==> src/rtl/meta_walk_pkg.sv <==
package meta_walk_pkg;
    // Address and entry geometry
    localparam int VA_W            = 48;
    localparam int ENT_W           = 64;
    localparam int ENT_LOG         = 3;
    localparam int UP_IDX_W        = 12;
    localparam int TOP_LSB         = 36;
    localparam int MID_LSB         = 24;

    // Granularity variants: index 0 = fine (64 KB), 1 = coarse (1 MB)
    localparam int NUM_GRAN        = 2;
    localparam int FINE_PAGE_LOG   = 16;
    localparam int COARSE_PAGE_LOG = 20;
    localparam int LEAF_IDX_MAX_W  = MID_LSB - FINE_PAGE_LOG;
    localparam int RATIO_LOG       = 8;

    // Pointer fields inside entries
    localparam int MID_PTR_LSB     = 15;
    localparam int LEAF_PTR_LSB    = 13;
    localparam int META_PTR_LSB    = 8;
    localparam int VALID_BIT       = 0;

    // Leaf attribute fields
    localparam int FMT_LSB         = 58;
    localparam int FMT_W           = 6;
    localparam int PLANE_BIT       = 57;
    localparam int DEPTH_LSB       = 54;
    localparam int DEPTH_W         = 3;
    localparam int TILE_LSB        = 52;
    localparam int TILE_W          = 2;

    function automatic int page_log(input int g);
        return (g == 0) ? FINE_PAGE_LOG : COARSE_PAGE_LOG;
    endfunction

    typedef enum logic [2:0] {
        ST_IDLE,
        ST_ISSUE_TOP,
        ST_WAIT_TOP,
        ST_ISSUE_MID,
        ST_WAIT_MID,
        ST_ISSUE_LEAF,
        ST_WAIT_LEAF,
        ST_REPLY
    } walk_state_e;

    typedef enum logic [1:0] {
        LVL_TOP,
        LVL_MID,
        LVL_LEAF
    } walk_level_e;

    typedef struct packed {
        logic [FMT_W-1:0]   fmt;
        logic               chroma;
        logic [DEPTH_W-1:0] depth;
        logic [TILE_W-1:0]  tile;
    } leaf_attr_t;
endpackage

==> src/rtl/mwalk_index.sv <==
// Splits the virtual address into per-level indices and the scaled page
// offset; one generate branch per granularity variant.
module mwalk_index
    import meta_walk_pkg::*;
(
    input  logic [VA_W-1:0]           va,
    input  logic                      coarse,
    output logic [UP_IDX_W-1:0]       top_idx,
    output logic [UP_IDX_W-1:0]       mid_idx,
    output logic [LEAF_IDX_MAX_W-1:0] leaf_idx,
    output logic [VA_W-1:0]           meta_off
);
    logic [LEAF_IDX_MAX_W-1:0] leaf_cand [NUM_GRAN];
    logic [VA_W-1:0]           off_cand  [NUM_GRAN];
    logic                      unused_low;

    assign top_idx    = va[TOP_LSB +: UP_IDX_W];
    assign mid_idx    = va[MID_LSB +: UP_IDX_W];
    assign unused_low = ^va[RATIO_LOG-1:0];

    for (genvar g = 0; g < NUM_GRAN; g++) begin : g_gran
        localparam int PLOG = page_log(g);
        assign leaf_cand[g] = LEAF_IDX_MAX_W'(va[MID_LSB-1:PLOG]);
        assign off_cand[g]  = VA_W'(va[PLOG-1:RATIO_LOG]);
    end

    assign leaf_idx = leaf_cand[coarse];
    assign meta_off = off_cand[coarse];
endmodule

==> src/rtl/mwalk_addr.sv <==
// Entry byte address for the level being read.
module mwalk_addr
    import meta_walk_pkg::*;
(
    input  walk_level_e               lvl,
    input  logic [VA_W-1:0]           tbl_ptr,
    input  logic [UP_IDX_W-1:0]       top_idx,
    input  logic [UP_IDX_W-1:0]       mid_idx,
    input  logic [LEAF_IDX_MAX_W-1:0] leaf_idx,
    output logic [VA_W-1:0]           ent_addr
);
    logic [UP_IDX_W-1:0] sel_idx;

    always_comb begin
        unique case (lvl)
            LVL_TOP:  sel_idx = top_idx;
            LVL_MID:  sel_idx = mid_idx;
            LVL_LEAF: sel_idx = UP_IDX_W'(leaf_idx);
            default:  sel_idx = '0;
        endcase
    end

    assign ent_addr = tbl_ptr + (VA_W'(sel_idx) << ENT_LOG);
endmodule

==> src/rtl/mwalk_decode.sv <==
// Field extraction from a returned 64-bit table entry.
module mwalk_decode
    import meta_walk_pkg::*;
(
    input  logic [ENT_W-1:0] ent,
    output logic             present,
    output logic [VA_W-1:0]  mid_tbl,
    output logic [VA_W-1:0]  leaf_tbl,
    output logic [VA_W-1:0]  meta_base,
    output leaf_attr_t       attr,
    output logic             tile_bad
);
    logic unused_ent;

    assign present   = ent[VALID_BIT];
    assign mid_tbl   = {ent[VA_W-1:MID_PTR_LSB],  {MID_PTR_LSB{1'b0}}};
    assign leaf_tbl  = {ent[VA_W-1:LEAF_PTR_LSB], {LEAF_PTR_LSB{1'b0}}};
    assign meta_base = {ent[VA_W-1:META_PTR_LSB], {META_PTR_LSB{1'b0}}};

    assign attr.fmt    = ent[FMT_LSB +: FMT_W];
    assign attr.chroma = ent[PLANE_BIT];
    assign attr.depth  = ent[DEPTH_LSB +: DEPTH_W];
    assign attr.tile   = ent[TILE_LSB +: TILE_W];

    // Tile codes 2 and 3 are reserved
    assign tile_bad = attr.tile[TILE_W-1];

    assign unused_ent = ^{ent[TILE_LSB-1:VA_W], ent[META_PTR_LSB-1:VALID_BIT+1]};
endmodule

==> src/rtl/meta_table_walker.sv <==
module meta_table_walker
    import meta_walk_pkg::*;
(
    input  logic             clk,
    input  logic             rst_n,
    input  logic             mode_coarse,
    input  logic             root_wr,
    input  logic [47:0]      root_wdata,
    input  logic             invalidate,
    input  logic             req_valid,
    output logic             req_ready,
    input  logic [47:0]      req_va,
    output logic             rsp_valid,
    input  logic             rsp_ready,
    output logic [47:0]      rsp_meta_addr,
    output logic             rsp_fault,
    output logic             rsp_attr_err,
    output logic [5:0]       rsp_format,
    output logic             rsp_chroma,
    output logic [2:0]       rsp_depth,
    output logic [1:0]       rsp_tile,
    output logic             rd_req_valid,
    input  logic             rd_req_ready,
    output logic [47:0]      rd_req_addr,
    input  logic             rd_rsp_valid,
    output logic             rd_rsp_ready,
    input  logic [63:0]      rd_rsp_data
);
    walk_state_e state_q, state_d;

    logic [VA_W-1:0] root_q;
    logic [VA_W-1:0] va_q;
    logic            coarse_q;
    logic [VA_W-1:0] tbl_ptr_q;
    logic            drop_q;

    logic [VA_W-1:0] meta_q;
    logic            fault_q;
    logic            attr_err_q;
    leaf_attr_t      attr_q;

    // Index split
    logic [UP_IDX_W-1:0]       top_idx, mid_idx;
    logic [LEAF_IDX_MAX_W-1:0] leaf_idx;
    logic [VA_W-1:0]           meta_off;

    mwalk_index u_index (
        .va       (va_q),
        .coarse   (coarse_q),
        .top_idx  (top_idx),
        .mid_idx  (mid_idx),
        .leaf_idx (leaf_idx),
        .meta_off (meta_off)
    );

    // Entry address
    walk_level_e lvl;

    mwalk_addr u_addr (
        .lvl      (lvl),
        .tbl_ptr  (tbl_ptr_q),
        .top_idx  (top_idx),
        .mid_idx  (mid_idx),
        .leaf_idx (leaf_idx),
        .ent_addr (rd_req_addr)
    );

    // Entry decode
    logic            dec_present;
    logic [VA_W-1:0] dec_mid_tbl, dec_leaf_tbl, dec_meta_base;
    leaf_attr_t      dec_attr;
    logic            dec_tile_bad;

    mwalk_decode u_decode (
        .ent       (rd_rsp_data),
        .present   (dec_present),
        .mid_tbl   (dec_mid_tbl),
        .leaf_tbl  (dec_leaf_tbl),
        .meta_base (dec_meta_base),
        .attr      (dec_attr),
        .tile_bad  (dec_tile_bad)
    );

    logic in_wait;
    logic take;
    logic accept;

    assign in_wait = (state_q == ST_WAIT_TOP) || (state_q == ST_WAIT_MID) ||
                     (state_q == ST_WAIT_LEAF);
    assign take    = in_wait && rd_rsp_valid && !invalidate;
    assign accept  = req_valid && req_ready;

    // Next-state logic
    always_comb begin
        state_d = state_q;
        unique case (state_q)
            ST_IDLE: begin
                if (accept) state_d = ST_ISSUE_TOP;
            end
            ST_ISSUE_TOP: begin
                if (invalidate)        state_d = ST_IDLE;
                else if (rd_req_ready) state_d = ST_WAIT_TOP;
            end
            ST_WAIT_TOP: begin
                if (invalidate)        state_d = ST_IDLE;
                else if (rd_rsp_valid) state_d = dec_present ? ST_ISSUE_MID : ST_REPLY;
            end
            ST_ISSUE_MID: begin
                if (invalidate)        state_d = ST_IDLE;
                else if (rd_req_ready) state_d = ST_WAIT_MID;
            end
            ST_WAIT_MID: begin
                if (invalidate)        state_d = ST_IDLE;
                else if (rd_rsp_valid) state_d = dec_present ? ST_ISSUE_LEAF : ST_REPLY;
            end
            ST_ISSUE_LEAF: begin
                if (invalidate)        state_d = ST_IDLE;
                else if (rd_req_ready) state_d = ST_WAIT_LEAF;
            end
            ST_WAIT_LEAF: begin
                if (invalidate)        state_d = ST_IDLE;
                else if (rd_rsp_valid) state_d = ST_REPLY;
            end
            ST_REPLY: begin
                if (invalidate || rsp_ready) state_d = ST_IDLE;
            end
            default: state_d = ST_IDLE;
        endcase
    end

    // State register
    always_ff @(posedge clk or negedge rst_n) begin
        if (!rst_n) state_q <= ST_IDLE;
        else        state_q <= state_d;
    end

    // Walk context, drain flag and response registers
    always_ff @(posedge clk or negedge rst_n) begin
        if (!rst_n) begin
            root_q     <= '0;
            va_q       <= '0;
            coarse_q   <= 1'b0;
            tbl_ptr_q  <= '0;
            drop_q     <= 1'b0;
            meta_q     <= '0;
            fault_q    <= 1'b0;
            attr_err_q <= 1'b0;
            attr_q     <= '0;
        end else begin
            if (root_wr) root_q <= root_wdata;

            if (state_q == ST_IDLE && accept) begin
                va_q      <= req_va;
                coarse_q  <= mode_coarse;
                tbl_ptr_q <= root_q;
            end

            if (in_wait && invalidate) begin
                drop_q <= !rd_rsp_valid;
            end else if (state_q == ST_IDLE && drop_q && rd_rsp_valid) begin
                drop_q <= 1'b0;
            end

            if (take && !dec_present) begin
                meta_q     <= '0;
                fault_q    <= 1'b1;
                attr_err_q <= 1'b0;
                attr_q     <= '0;
            end else if (take) begin
                unique case (state_q)
                    ST_WAIT_TOP: tbl_ptr_q <= dec_mid_tbl;
                    ST_WAIT_MID: tbl_ptr_q <= dec_leaf_tbl;
                    ST_WAIT_LEAF: begin
                        meta_q     <= dec_meta_base + meta_off;
                        fault_q    <= 1'b0;
                        attr_err_q <= dec_tile_bad;
                        attr_q     <= dec_attr;
                    end
                    default: ;
                endcase
            end
        end
    end

    // Outputs
    always_comb begin
        lvl          = LVL_LEAF;
        rd_req_valid = 1'b0;
        rd_rsp_ready = 1'b0;
        req_ready    = 1'b0;
        rsp_valid    = 1'b0;
        unique case (state_q)
            ST_IDLE: begin
                req_ready    = !drop_q && !invalidate;
                rd_rsp_ready = drop_q;
            end
            ST_ISSUE_TOP: begin
                lvl          = LVL_TOP;
                rd_req_valid = !invalidate;
            end
            ST_ISSUE_MID: begin
                lvl          = LVL_MID;
                rd_req_valid = !invalidate;
            end
            ST_ISSUE_LEAF: begin
                lvl          = LVL_LEAF;
                rd_req_valid = !invalidate;
            end
            ST_WAIT_TOP, ST_WAIT_MID, ST_WAIT_LEAF: begin
                rd_rsp_ready = 1'b1;
            end
            ST_REPLY: begin
                rsp_valid = 1'b1;
            end
            default: ;
        endcase
    end

    assign rsp_meta_addr = meta_q;
    assign rsp_fault     = fault_q;
    assign rsp_attr_err  = attr_err_q;
    assign rsp_format    = attr_q.fmt;
    assign rsp_chroma    = attr_q.chroma;
    assign rsp_depth     = attr_q.depth;
    assign rsp_tile      = attr_q.tile;
endmodule

==> config.mk <==
export PLATFORM = sky130hd
export DESIGN_NAME = meta_table_walker
export DESIGN_NICKNAME = d
export VERILOG_FILES = /design/src/rtl/meta_walk_pkg.sv /design/src/rtl/mwalk_index.sv /design/src/rtl/mwalk_addr.sv /design/src/rtl/mwalk_decode.sv /design/src/rtl/meta_table_walker.sv
export SDC_FILE = /design/constraint.sdc
export NUM_CORES = 1
export LEC_CHECK = 0
export ABC_AREA = 1
export BUFFER_PORTS_ARGS = -buffer_cell sky130_fd_sc_hd__buf_2
export CAP_MARGIN = 0
export CORE_MARGIN = 8
export CORE_UTILIZATION = 25
export DETAILED_ROUTE_END_ITERATION = 16
export SLEW_MARGIN = 20
export SYNTH_ARGS = -nofsm -noshare
export SYNTH_HDL_FRONTEND = slang
export SYNTH_SLANG_ARGS = --single-unit
==> constraint.sdc <==
create_clock -name clk -period 3.17 [get_ports clk]
set_input_delay 0.4755 -clock clk [delete_from_list [all_inputs] [get_ports clk]]
set_output_delay 0.4755 -clock clk [all_outputs]
set_load 0.005 [all_outputs]
==> flow_summary.html, run 1 <==
<table>
<tr><th>Metric</th><th>Value</th></tr>
<tr><th colspan="2">Cells and area</th></tr>
<tr><td>Fraction of final layout cells with drive strength greater than 1</td><td>0.303</td></tr>
<tr><td>Area occupied by multi-input gates</td><td>between 6000 and 7000 µm²</td></tr>
<tr><td>Relative area change from synthesis to final layout</td><td>38.8%</td></tr>
<tr><td>Final #Nets</td><td>about 2100</td></tr>
<tr><td>Sequential cell area</td><td>just over 5000 µm²</td></tr>
<tr><td>Filler cell count</td><td>4925</td></tr>
<tr><th colspan="2">Placement</th></tr>
<tr><td>Worst slack after detailed placement</td><td>-260 ps</td></tr>
<tr><td>Half-perimeter wire length of the detailed placement result</td><td>35.9 mm</td></tr>
<tr><td>Final GP Congestion</td><td>roughly 0.92</td></tr>
<tr><td>Count of input and output buffers</td><td>263</td></tr>
<tr><th colspan="2">Die</th></tr>
<tr><td>Number of primary I/O pins</td><td>roughly 280</td></tr>
<tr><td>Core ar.</td><td>46300 µm²</td></tr>
<tr><td>Count of standard-cell rows</td><td>a little under 80</td></tr>
<tr><td>Starting density of the core</td><td>0.252</td></tr>
<tr><td>Die area</td><td>53700 µm²</td></tr>
<tr><td>Die W</td><td>about 230 µm</td></tr>
<tr><td>Vertical extent of the die</td><td>around 230 µm</td></tr>
<tr><th colspan="2">Synthesis</th></tr>
<tr><td>Netlist Area Pre-Place</td><td>11600 µm²</td></tr>
<tr><td>Post-synthesis sequential area ratio</td><td>0.434</td></tr>
<tr><td>Number of distinct library cell variants in the gate-level netlist after synthesis</td><td>35</td></tr>
<tr><td>Post-synthesis average cell area</td><td>a little over 7 µm²</td></tr>
<tr><td>FF+latch count, synth</td><td>about 200</td></tr>
<tr><td>Number of warnings reported in the yosys synthesis log</td><td>0</td></tr>
<tr><td>Number of instances in the synthesized netlist</td><td>1612</td></tr>
<tr><td>Net count after synthesis</td><td>around 1800</td></tr>
<tr><th colspan="2">Timing</th></tr>
<tr><td>Pin slew with the least headroom to its limit</td><td>slightly below 900 ps</td></tr>
<tr><td>Number of setup violations in the final report</td><td>43</td></tr>
<tr><td>Fin Hold WS</td><td>143 ps</td></tr>
<tr><td>Unrepaired setup endpoints after global routing</td><td>true</td></tr>
<tr><td>Relative max-transition margin</td><td>0.407</td></tr>
<tr><td>Final TNS setup</td><td>-16030 ps</td></tr>
<tr><td>Highest Clock Rate</td><td>between 0.2 and 0.3 GHz</td></tr>
<tr><td>Post-layout min period</td><td>~3600 ps</td></tr>
<tr><td>Final-report max-slew violation count</td><td>0</td></tr>
<tr><td>Number of endpoints with negative hold slack in the final report</td><td>0</td></tr>
<tr><td>Worst-case setup margin in the final layout</td><td>-455 ps</td></tr>
<tr><td>Fin crit share</td><td>1.14</td></tr>
<tr><td>Setup skew after layout</td><td>roughly 11 ps</td></tr>
<tr><th colspan="2">Clock tree</th></tr>
<tr><td>TritonCTS clock tree</td><td>done</td></tr>
<tr><td>Clock buffers created by TritonCTS</td><td>25</td></tr>
<tr><td>Clock latency reported for the late side of the worst-skew pair</td><td>540 ps</td></tr>
<tr><td>Clk root buf</td><td>sky130_fd_sc_hd__clkbuf_16</td></tr>
<tr><td>TritonCTS Sinks</td><td>between 200 and 250</td></tr>
<tr><td>Worst-case clock buffer depth</td><td>3</td></tr>
<tr><td>Clock transition at the register clock pins on the worst setup and hold paths after CTS</td><td>around 60 ps</td></tr>
<tr><td>CTS H-tree depth</td><td>1</td></tr>
<tr><th colspan="2">Pwr</th></tr>
<tr><td>Sw frac</td><td>0.400</td></tr>
<tr><td>Pwr per Cell Area</td><td>about 860 nW/µm²</td></tr>
<tr><td>Internal</td><td>about 0.0084 W</td></tr>
<tr><td>Share of power burned in registers</td><td>0.282</td></tr>
<tr><td>Switching power</td><td>between 0.005 and 0.006 W</td></tr>
<tr><td>Leak Pwr</td><td>between 8 and 9 nW</td></tr>
<tr><td>Maximum VDD drop</td><td>~560 µV</td></tr>
<tr><td>Sum of internal, switching and leakage power</td><td>roughly 0.014 W</td></tr>
<tr><td>Power share of the combinational group</td><td>0.499</td></tr>
<tr><td>Part of the power in the clock network</td><td>0.219</td></tr>
<tr><th colspan="2">Worst setup path</th></tr>
<tr><td>Kind of start point of the critical path</td><td>register</td></tr>
<tr><td>CP Data Arrival Time</td><td>between 3000 and 4000 ps</td></tr>
<tr><td>CP max stage cell</td><td>sky130_fd_sc_hd__dfrtp_2</td></tr>
<tr><td>Crit path top cell by count</td><td>sky130_fd_sc_hd__nand2_1</td></tr>
<tr><td>Category of the worst setup path capture point</td><td>output pin</td></tr>
<tr><td>Category of the most critical setup path</td><td>reg -&gt; out</td></tr>
<tr><td>Critical-path maximum fanout</td><td>6</td></tr>
<tr><td>Worst EP required</td><td>2690 ps</td></tr>
<tr><td>Cell Chain, Critical Path</td><td>nand2_2, inv_2, nand2_4, inv_2, buf_6, a221o_1, ha_4, nand2_2, nand2_1, nand2_1, nand2_1, nand2_2, buf_4, nand2_1, nand2_1, nand2_1, nand2_1, nand2_1, nand2_1, nand2_2, buf_6</td></tr>
<tr><td>Worst path max stage delay</td><td>440 ps</td></tr>
<tr><th colspan="2">Job</th></tr>
<tr><td>Max-cap viol count</td><td>0</td></tr>
<tr><th colspan="2">Detailed routing</th></tr>
<tr><td>DRC violations left</td><td>0</td></tr>
<tr><td>First-pass DRT Iterations</td><td>5</td></tr>
<tr><td>Vias</td><td>around 12000</td></tr>
<tr><td>Number of vias per cell</td><td>approximately 4.5</td></tr>
<tr><td>Routed Wire Length</td><td>around 46 mm</td></tr>
<tr><td>Antenna-violating nets left</td><td>0</td></tr>
<tr><td>Wire length per cell after detailed routing</td><td>17.7 µm</td></tr>
<tr><td>Detailed Route Iter0 Violations</td><td>~680</td></tr>
<tr><th colspan="2">Global route</th></tr>
<tr><td>Largest net degree at the start of global routing</td><td>between 90 and 100</td></tr>
<tr><td>Global routing usage summed across all routing layers</td><td>0.165</td></tr>
<tr><td>Wire length of the first global-routing pass</td><td>69.2 mm</td></tr>
<tr><td>Via count of the first global-routing pass</td><td>12000</td></tr>
<tr><td>Antenna violations before repair</td><td>10</td></tr>
<tr><td>Gr ovfl total</td><td>0</td></tr>
<tr><th colspan="2">Outcome</th></tr>
<tr><td>Failing checks</td><td>negative setup slack</td></tr>
<tr><td>Status</td><td>finished, violations left</td></tr>
<tr><th colspan="2">Worst hold path</th></tr>
<tr><td>Worst min path class</td><td>in -&gt; reg</td></tr>
</table>
placed cells by master, fill, tap and decap left out, types with 25 or more instances in the layout:
cell type	instances
sky130_fd_sc_hd__nand2_1	502
sky130_fd_sc_hd__buf_2	256
sky130_fd_sc_hd__dfrtp_1	201
sky130_fd_sc_hd__inv_1	198
sky130_fd_sc_hd__o21ai_0	142
sky130_fd_sc_hd__nor2_1	107
sky130_fd_sc_hd__nand3_1	82
sky130_fd_sc_hd__buf_4	72
sky130_fd_sc_hd__nand2_2	43
sky130_fd_sc_hd__mux2_2	34
sky130_fd_sc_hd__buf_6	26
sky130_fd_sc_hd__clkbuf_16	25
path summary, 6_finish.rpt:
kind	start	endpoint	slack, ps	cells past startpoint
hold / removal	rd_rsp_data[56]	rsp_depth[2]$_DFFE_PN0P_	140	2
min in group asynchronous	rst_n	rsp_depth[1]$_DFFE_PN0P_	550	2
max in group asynchronous	rst_n	tbl_ptr_q[0]$_DFF_PN0_	1740	3
setup reg to reg	coarse_q$_DFFE_PN0P_	rsp_meta_addr[32]$_DFFE_PN0P_	710	15
setup / recovery	state_q[1]$_DFFE_PN0P_	rd_req_addr[36]	-460	21
hold reg to reg	rsp_meta_addr[38]$_DFFE_PN0P_	rsp_meta_addr[38]$_DFFE_PN0P_	480	2
critical path: cells and delay by family (launching register included):
family | cells | cell delay (ps)
and+or+nand+nor | 14 | 970
buffers and inverters | 5 | 450
DFF | 1 | 440
AOI/OAI and AO/OA | 1 | 410
adders and majority gates | 1 | 340
what timing repair did:
action / in CTS / in global routing
pin swaps: 48 / 36
setup buffers: 11 / 9
gates resized for setup: 154 / 68
setup endpoints to repair: 43 / 43
hold buffers: 1 / 0
hold endpoints to repair: 2 / 0
cell type report:
class                      instances  area share
timing repair buffer             361       0.139
tap                              607      0.0470
sequential                       202       0.313
clock inverter                    12      0.0108
clock buffer                      32      0.0428
antenna                            5    0.000774
inverter                         213      0.0495
multi-input combinational       1146       0.398
stage by stage:
step | instance area, µm² | instances | utilization
after floorplan | 11600 | 1612 | -
after global placement | 14200 | 2512 | 0.306
after detailed placement | 14200 | 2512 | 0.306
after CTS | 15800 | 2566 | 0.342
after global routing | 16200 | 2577 | 0.349
final | 16200 | 2578 | 0.349
power by group through the flow:
stage               combinational [W]  clock, W  sequential, W
finish                        0.00695   0.00305        0.00393
global route                  0.00769   0.00324        0.00402
CTS                           0.00647   0.00315        0.00391
detailed placement            0.00536         0        0.00390
global placement              0.00530         0        0.00389
floorplan                     0.00288         0        0.00363
state kept, by name (all words and copies together) (netlist names), 2 cells and up:
name,flops
root_q,48
rsp_meta_addr,48
tbl_ptr_q,48
va_q,40
rsp_format,6
rsp_depth,3
state_q,3
rsp_tile,2
kinds of logic (layout without fill, tap and decap cells):
kind of cell,after synthesis,in the layout,share of synthesized area
compound gates,223,223,0.105
xor+xnor,32,32,0.0241
fa+ha+maj,18,18,0.0206
buf+inv,264,618,0.0900
flops,202,202,0.434
mux,34,34,0.0329
other cells,0,5,0
simple gates,839,839,0.293
layer usage:
metal  vias to the layer above  track usage  share of wire
met5                         -            0         0.0013
met4                        10       0.0366          0.021
met3                        60       0.0399          0.066
met2                       320        0.273           0.47
met1                      5427        0.216           0.45
li1                       5785            -              -
synthesized netlist by cell type:
cell type,count,area [µm²]
sky130_fd_sc_hd__nand2_1,557,2090
sky130_fd_sc_hd__inv_1,210,788
sky130_fd_sc_hd__dfrtp_1,202,5050
sky130_fd_sc_hd__o21ai_0,146,731
sky130_fd_sc_hd__nor2_1,125,469
sky130_fd_sc_hd__nand3_1,106,531
sky130_fd_sc_hd__mux2_2,34,383
sky130_fd_sc_hd__a21oi_1,30,150
sky130_fd_sc_hd__xor2_1,30,263
sky130_fd_sc_hd__clkbuf_1,28,105
sky130_fd_sc_hd__nor3_1,23,115
sky130_fd_sc_hd__a22o_1,17,149
sky130_fd_sc_hd__o21ai_1,17,85.1
sky130_fd_sc_hd__ha_1,16,200
sky130_fd_sc_hd__nand4_1,13,81.3
sky130_fd_sc_hd__buf_2,12,60.1
sky130_fd_sc_hd__buf_4,7,52.6
sky130_fd_sc_hd__nand3b_1,7,52.6
sky130_fd_sc_hd__a221o_1,4,40.0
sky130_fd_sc_hd__a31oi_1,3,18.8
sky130_fd_sc_hd__nand2_2,3,18.8
sky130_fd_sc_hd__buf_1,2,7.51
sky130_fd_sc_hd__buf_6,2,22.5
sky130_fd_sc_hd__fa_1,2,40.0
sky130_fd_sc_hd__inv_2,2,7.51
sky130_fd_sc_hd__nor2_2,2,12.5
sky130_fd_sc_hd__nor2_4,2,22.5
sky130_fd_sc_hd__o21bai_1,2,15.0
sky130_fd_sc_hd__xnor2_1,2,17.5
sky130_fd_sc_hd__a22oi_1,1,7.51
sky130_fd_sc_hd__a32oi_1,1,8.76
sky130_fd_sc_hd__clkinv_1,1,3.75
sky130_fd_sc_hd__nor3_4,1,16.3
sky130_fd_sc_hd__o211ai_1,1,7.51
sky130_fd_sc_hd__o21ai_2,1,8.76
No activity file was read; power rests on OpenSTA's default activity.
==> run 2: changes to the inputs <==
- SETUP_SLACK_MARGIN: default -> 0.1
==> run 2 against run 1 <==
- the flow still finishes with violations (negative setup slack)
- clock power rose by 14%
- die area did not move
- critical path depth fell by 6
- hold slack got worse by 4.0 ps
- highest routed layer unchanged
==> flow_summary.html, run 2 (same netlist as run 1, synthesis figures left out) <==
<table>
<tr><th>Metric</th><th>Value</th></tr>
<tr><th colspan="2">Die</th></tr>
<tr><td>Vertical extent of the die</td><td>232 µm (unchanged)</td></tr>
<tr><td>Die area</td><td>53700 µm² (unchanged)</td></tr>
<tr><td>Starting density of the core</td><td>0.252 (unchanged)</td></tr>
<tr><td>Count of standard-cell rows</td><td>79 (unchanged)</td></tr>
<tr><td>Number of primary I/O pins</td><td>283 (unchanged)</td></tr>
<tr><td>Core ar.</td><td>46300 µm² (unchanged)</td></tr>
<tr><td>Die W</td><td>232 µm (unchanged)</td></tr>
<tr><th colspan="2">Cells and area</th></tr>
<tr><td>Fraction of final layout cells with drive strength greater than 1</td><td>0.314 (was 0.303)</td></tr>
<tr><td>Relative area change from synthesis to final layout</td><td>41.8% (was 38.8%)</td></tr>
<tr><td>Leading cell type in the layout, fill and taps excluded</td><td>sky130_fd_sc_hd__nand2_1 (unchanged)</td></tr>
<tr><td>Most used cells in the layout excluding fill and tap cells</td><td>sky130_fd_sc_hd__nand2_1 (497), sky130_fd_sc_hd__buf_2 (254), sky130_fd_sc_hd__dfrtp_1 (202) (was sky130_fd_sc_hd__nand2_1 (502), sky130_fd_sc_hd__buf_2 (256), sky130_fd_sc_hd__dfrtp_1 (201))</td></tr>
<tr><td>Post-route cell area</td><td>16500 µm² (was 16200 µm²)</td></tr>
<tr><td>Final #Nets</td><td>2148 (was 2136)</td></tr>
<tr><td>Non-filler instance count after layout</td><td>2589 (was 2578)</td></tr>
<tr><th colspan="2">Worst setup path</th></tr>
<tr><td>Buffers and inverters on the worst path</td><td>7 (was 5)</td></tr>
<tr><td>Category of the most critical setup path</td><td>reg -&gt; out (unchanged)</td></tr>
<tr><td>Category of the worst setup path capture point</td><td>output pin (unchanged)</td></tr>
<tr><td>Kind of start point of the critical path</td><td>register (unchanged)</td></tr>
<tr><td>Kind of cell with the highest combined delay on the critical path</td><td>buffers and inverters (was simple AND/OR/NAND/NOR gates)</td></tr>
<tr><td>Critical-path maximum fanout</td><td>5 (was 6)</td></tr>
<tr><td>Worst path max stage delay</td><td>440 ps (about the same)</td></tr>
<tr><td>CP max stage cell</td><td>sky130_fd_sc_hd__dfrtp_1 (was sky130_fd_sc_hd__dfrtp_2)</td></tr>
<tr><td>Cell Chain, Critical Path</td><td>nand2_2, inv_2, nand2_4, inv_4, a221o_1, ha_4, fa_2, nand3_2, nand3_2, buf_4, buf_6, buf_6, buf_6, xor2_2, buf_2 (was nand2_2, inv_2, nand2_4, inv_2, buf_6, a221o_1, ha_4, nand2_2, nand2_1, nand2_1, nand2_1, nand2_2, buf_4, nand2_1, nand2_1, nand2_1, nand2_1, nand2_1, nand2_1, nand2_2, buf_6)</td></tr>
<tr><td>Crit path top cell by count</td><td>sky130_fd_sc_hd__buf_6 (was sky130_fd_sc_hd__nand2_1)</td></tr>
<tr><td>CP Data Arrival Time</td><td>3210 ps (was 3150 ps)</td></tr>
<tr><td>Worst EP required</td><td>2690 ps (about the same)</td></tr>
<tr><th colspan="2">Timing</th></tr>
<tr><td>Final-report max-slew violation count</td><td>0 (unchanged)</td></tr>
<tr><td>Worst-case setup margin in the final layout</td><td>-513 ps (was -455 ps)</td></tr>
<tr><td>Fin crit share</td><td>1.16 (was 1.14)</td></tr>
<tr><td>Number of setup violations in the final report</td><td>43 (unchanged)</td></tr>
<tr><td>Unrepaired setup endpoints after global routing</td><td>true (unchanged)</td></tr>
<tr><td>Number of endpoints with negative hold slack in the final report</td><td>0 (unchanged)</td></tr>
<tr><td>Relative max-transition margin</td><td>0.515 (was 0.407)</td></tr>
<tr><td>Setup skew after layout</td><td>19.4 ps (was 11.0 ps)</td></tr>
<tr><td>Highest Clock Rate</td><td>0.272 GHz (was 0.276 GHz)</td></tr>
<tr><td>Post-layout min period</td><td>3680 ps (was 3630 ps)</td></tr>
<tr><td>Pin slew with the least headroom to its limit</td><td>722 ps (was 887 ps)</td></tr>
<tr><th colspan="2">Pwr</th></tr>
<tr><td>Pwr per Cell Area</td><td>893 nW/µm² (was 863 nW/µm²)</td></tr>
<tr><td>Leak Pwr</td><td>8.62 nW (was 8.46 nW)</td></tr>
<tr><td>Internal</td><td>0.00895 W (was 0.00836 W)</td></tr>
<tr><td>Power share of the combinational group</td><td>0.498 (was 0.499)</td></tr>
<tr><td>Switching power</td><td>0.00578 W (was 0.00557 W)</td></tr>
<tr><td>Sw frac</td><td>0.392 (was 0.400)</td></tr>
<tr><td>Part of the power in the clock network</td><td>0.235 (was 0.219)</td></tr>
<tr><td>Share of power burned in registers</td><td>0.267 (was 0.282)</td></tr>
<tr><td>Maximum VDD drop</td><td>786 µV (was 556 µV)</td></tr>
<tr><th colspan="2">Detailed routing</th></tr>
<tr><td>Wire length on met3</td><td>2.99 mm (was 3.02 mm)</td></tr>
<tr><td>Routed Wire Length</td><td>46.2 mm (was 45.6 mm)</td></tr>
<tr><td>Met2 wirelength from detailed routing</td><td>21.6 mm (was 21.2 mm)</td></tr>
<tr><td>First-pass DRT Iterations</td><td>8 (was 5)</td></tr>
<tr><td>Detailed Route Iter0 Violations</td><td>669 (was 677)</td></tr>
<tr><td>Number of vias per cell</td><td>4.52 (was 4.50)</td></tr>
<tr><td>M1 wire length</td><td>20.8 mm (was 20.4 mm)</td></tr>
<tr><td>Wire length per cell after detailed routing</td><td>17.8 µm (was 17.7 µm)</td></tr>
<tr><td>Antenna-violating nets left</td><td>0 (unchanged)</td></tr>
<tr><td>Vias</td><td>11700 (was 11600)</td></tr>
<tr><td>DRC violations left</td><td>0 (unchanged)</td></tr>
<tr><td>Highest signal layer in the routed design</td><td>met5 (unchanged)</td></tr>
<tr><th colspan="2">Clock tree</th></tr>
<tr><td>TritonCTS clock tree</td><td>done (unchanged)</td></tr>
<tr><td>Clk root buf</td><td>sky130_fd_sc_hd__clkbuf_16 (unchanged)</td></tr>
<tr><td>Clock latency reported for the late side of the worst-skew pair</td><td>550 ps (was 540 ps)</td></tr>
<tr><td>Worst-case clock buffer depth</td><td>3 (unchanged)</td></tr>
<tr><td>Clock buffers created by TritonCTS</td><td>26 (was 25)</td></tr>
<tr><td>TritonCTS Sinks</td><td>202 (unchanged)</td></tr>
<tr><td>CTS H-tree depth</td><td>1 (unchanged)</td></tr>
<tr><td>Clock transition at the register clock pins on the worst setup and hold paths after CTS</td><td>60 ps (about the same)</td></tr>
<tr><th colspan="2">Placement</th></tr>
<tr><td>Worst slack after detailed placement</td><td>-210 ps (was -260 ps)</td></tr>
<tr><td>Total instance count after detailed placement</td><td>2514 (was 2512)</td></tr>
<tr><td>Half-perimeter wire length of the detailed placement result</td><td>36.4 mm (was 35.9 mm)</td></tr>
<tr><td>Count of input and output buffers</td><td>263 (unchanged)</td></tr>
<tr><td>Final GP Congestion</td><td>0.885 (was 0.924)</td></tr>
<tr><td>Cell area after placement</td><td>14200 µm² (about the same)</td></tr>
<tr><th colspan="2">Job</th></tr>
<tr><td>Max-cap viol count</td><td>0 (unchanged)</td></tr>
<tr><th colspan="2">Outcome</th></tr>
<tr><td>Failing checks</td><td>negative setup slack (unchanged)</td></tr>
<tr><td>Status</td><td>finished, violations left (unchanged)</td></tr>
<tr><th colspan="2">Global route</th></tr>
<tr><td>Antenna violations before repair</td><td>8 (was 10)</td></tr>
<tr><td>Largest net degree at the start of global routing</td><td>71 (was 95)</td></tr>
<tr><td>Wire length of the first global-routing pass</td><td>70.5 mm (was 69.2 mm)</td></tr>
<tr><td>Via count of the first global-routing pass</td><td>12100 (was 12000)</td></tr>
<tr><td>Global routing usage summed across all routing layers</td><td>0.167 (was 0.165)</td></tr>
<tr><td>Gr ovfl total</td><td>0 (unchanged)</td></tr>
<tr><th colspan="2">Worst hold path</th></tr>
<tr><td>Worst min path class</td><td>in -&gt; reg (unchanged)</td></tr>
</table>
## run 2: repair_timing
action / 4_1_cts / 5_1_grt
endpoints found under the hold margin: 45 / 0
gates resized for setup: 185 / 58
buffers inserted: 17 / 8
pin swaps: 49 / 42
endpoints found under the setup margin: 44 / 44
hold buffers: 1 / 0
cloned: 0 / 1
## run 2: final timing paths
path	cells past startpoint	start	to	slack, ps
setup / recovery	15	state_q[1]$_DFFE_PN0P_	rd_req_addr[7]	-510
setup reg to reg	15	coarse_q$_DFFE_PN0P_	rsp_meta_addr[32]$_DFFE_PN0P_	660
hold / removal	2	rd_rsp_data[62]	rsp_format[4]$_DFFE_PN0P_	140
hold reg to reg	2	rsp_meta_addr[46]$_DFFE_PN0P_	rsp_meta_addr[46]$_DFFE_PN0P_	480
max in group asynchronous	3	rst_n	root_q[42]$_DFFE_PN0P_	1930
min in group asynchronous	2	rst_n	rsp_format[0]$_DFFE_PN0P_	450
## run 2: metal layers
layer  track usage  vias up
met5             0        -
met4        0.0311       10
met3        0.0408       55
met2         0.277      289
met1         0.221     5555
li1              -     5806
## run 2: layout make-up
class                           instances  area [µm²]
Antenna cell                            1        2.50
Clock buffer                           32         713
Clock inverter                         16         303
Fill cell                            4852       29800
Inverter                              213         807
Multi-Input combinational cell       1147        6550
Sequential cell                       202        5050
Tap cell                              607         759
Timing Repair Buffer                  371        2310
## run 2: per-stage QoR
stage / TNS (ps) / hold WS, ps / utilization / power [W]
2_1_floorplan: 0 / 180 / - / 0.00652
3_3_place_gp: -2880 / 453 / 0.307 / 0.00921
3_5_place_dp: -4470 / 460 / 0.307 / 0.00929
4_1_cts: -18120 / 111 / 0.350 / 0.0144
5_1_grt: -24360 / 116 / 0.357 / 0.0158
6_report: -17340 / 139 / 0.357 / 0.0147
## run 2: power by group through the flow
| stage | combinational [W] | clock (W) | sequential [W] |
|---|---|---|---|
| floorplan | 0.00289 | 0 | 0.00363 |
| global placement | 0.00534 | 0 | 0.00387 |
| detailed placement | 0.00540 | 0 | 0.00389 |
| CTS | 0.00695 | 0.00357 | 0.00390 |
| global route | 0.00807 | 0.00368 | 0.00401 |
| finish | 0.00734 | 0.00347 | 0.00393 |
## run 2: worst register-to-register path: stages, from the launching register on
cell and delay [ps]:
sky130_fd_sc_hd__dfrtp_1 370, sky130_fd_sc_hd__buf_4 140, sky130_fd_sc_hd__nand2_1 60, sky130_fd_sc_hd__inv_1 60, sky130_fd_sc_hd__ha_1 160, sky130_fd_sc_hd__inv_1 60, sky130_fd_sc_hd__fa_1 400, sky130_fd_sc_hd__inv_1 120
sky130_fd_sc_hd__nand2_1 70, sky130_fd_sc_hd__nand3_1 90, sky130_fd_sc_hd__nand2_1 110, sky130_fd_sc_hd__nor2_1 320, sky130_fd_sc_hd__nand2_1 190, sky130_fd_sc_hd__nand2_1 90, sky130_fd_sc_hd__nand2_1 40, sky130_fd_sc_hd__o21ai_0 160
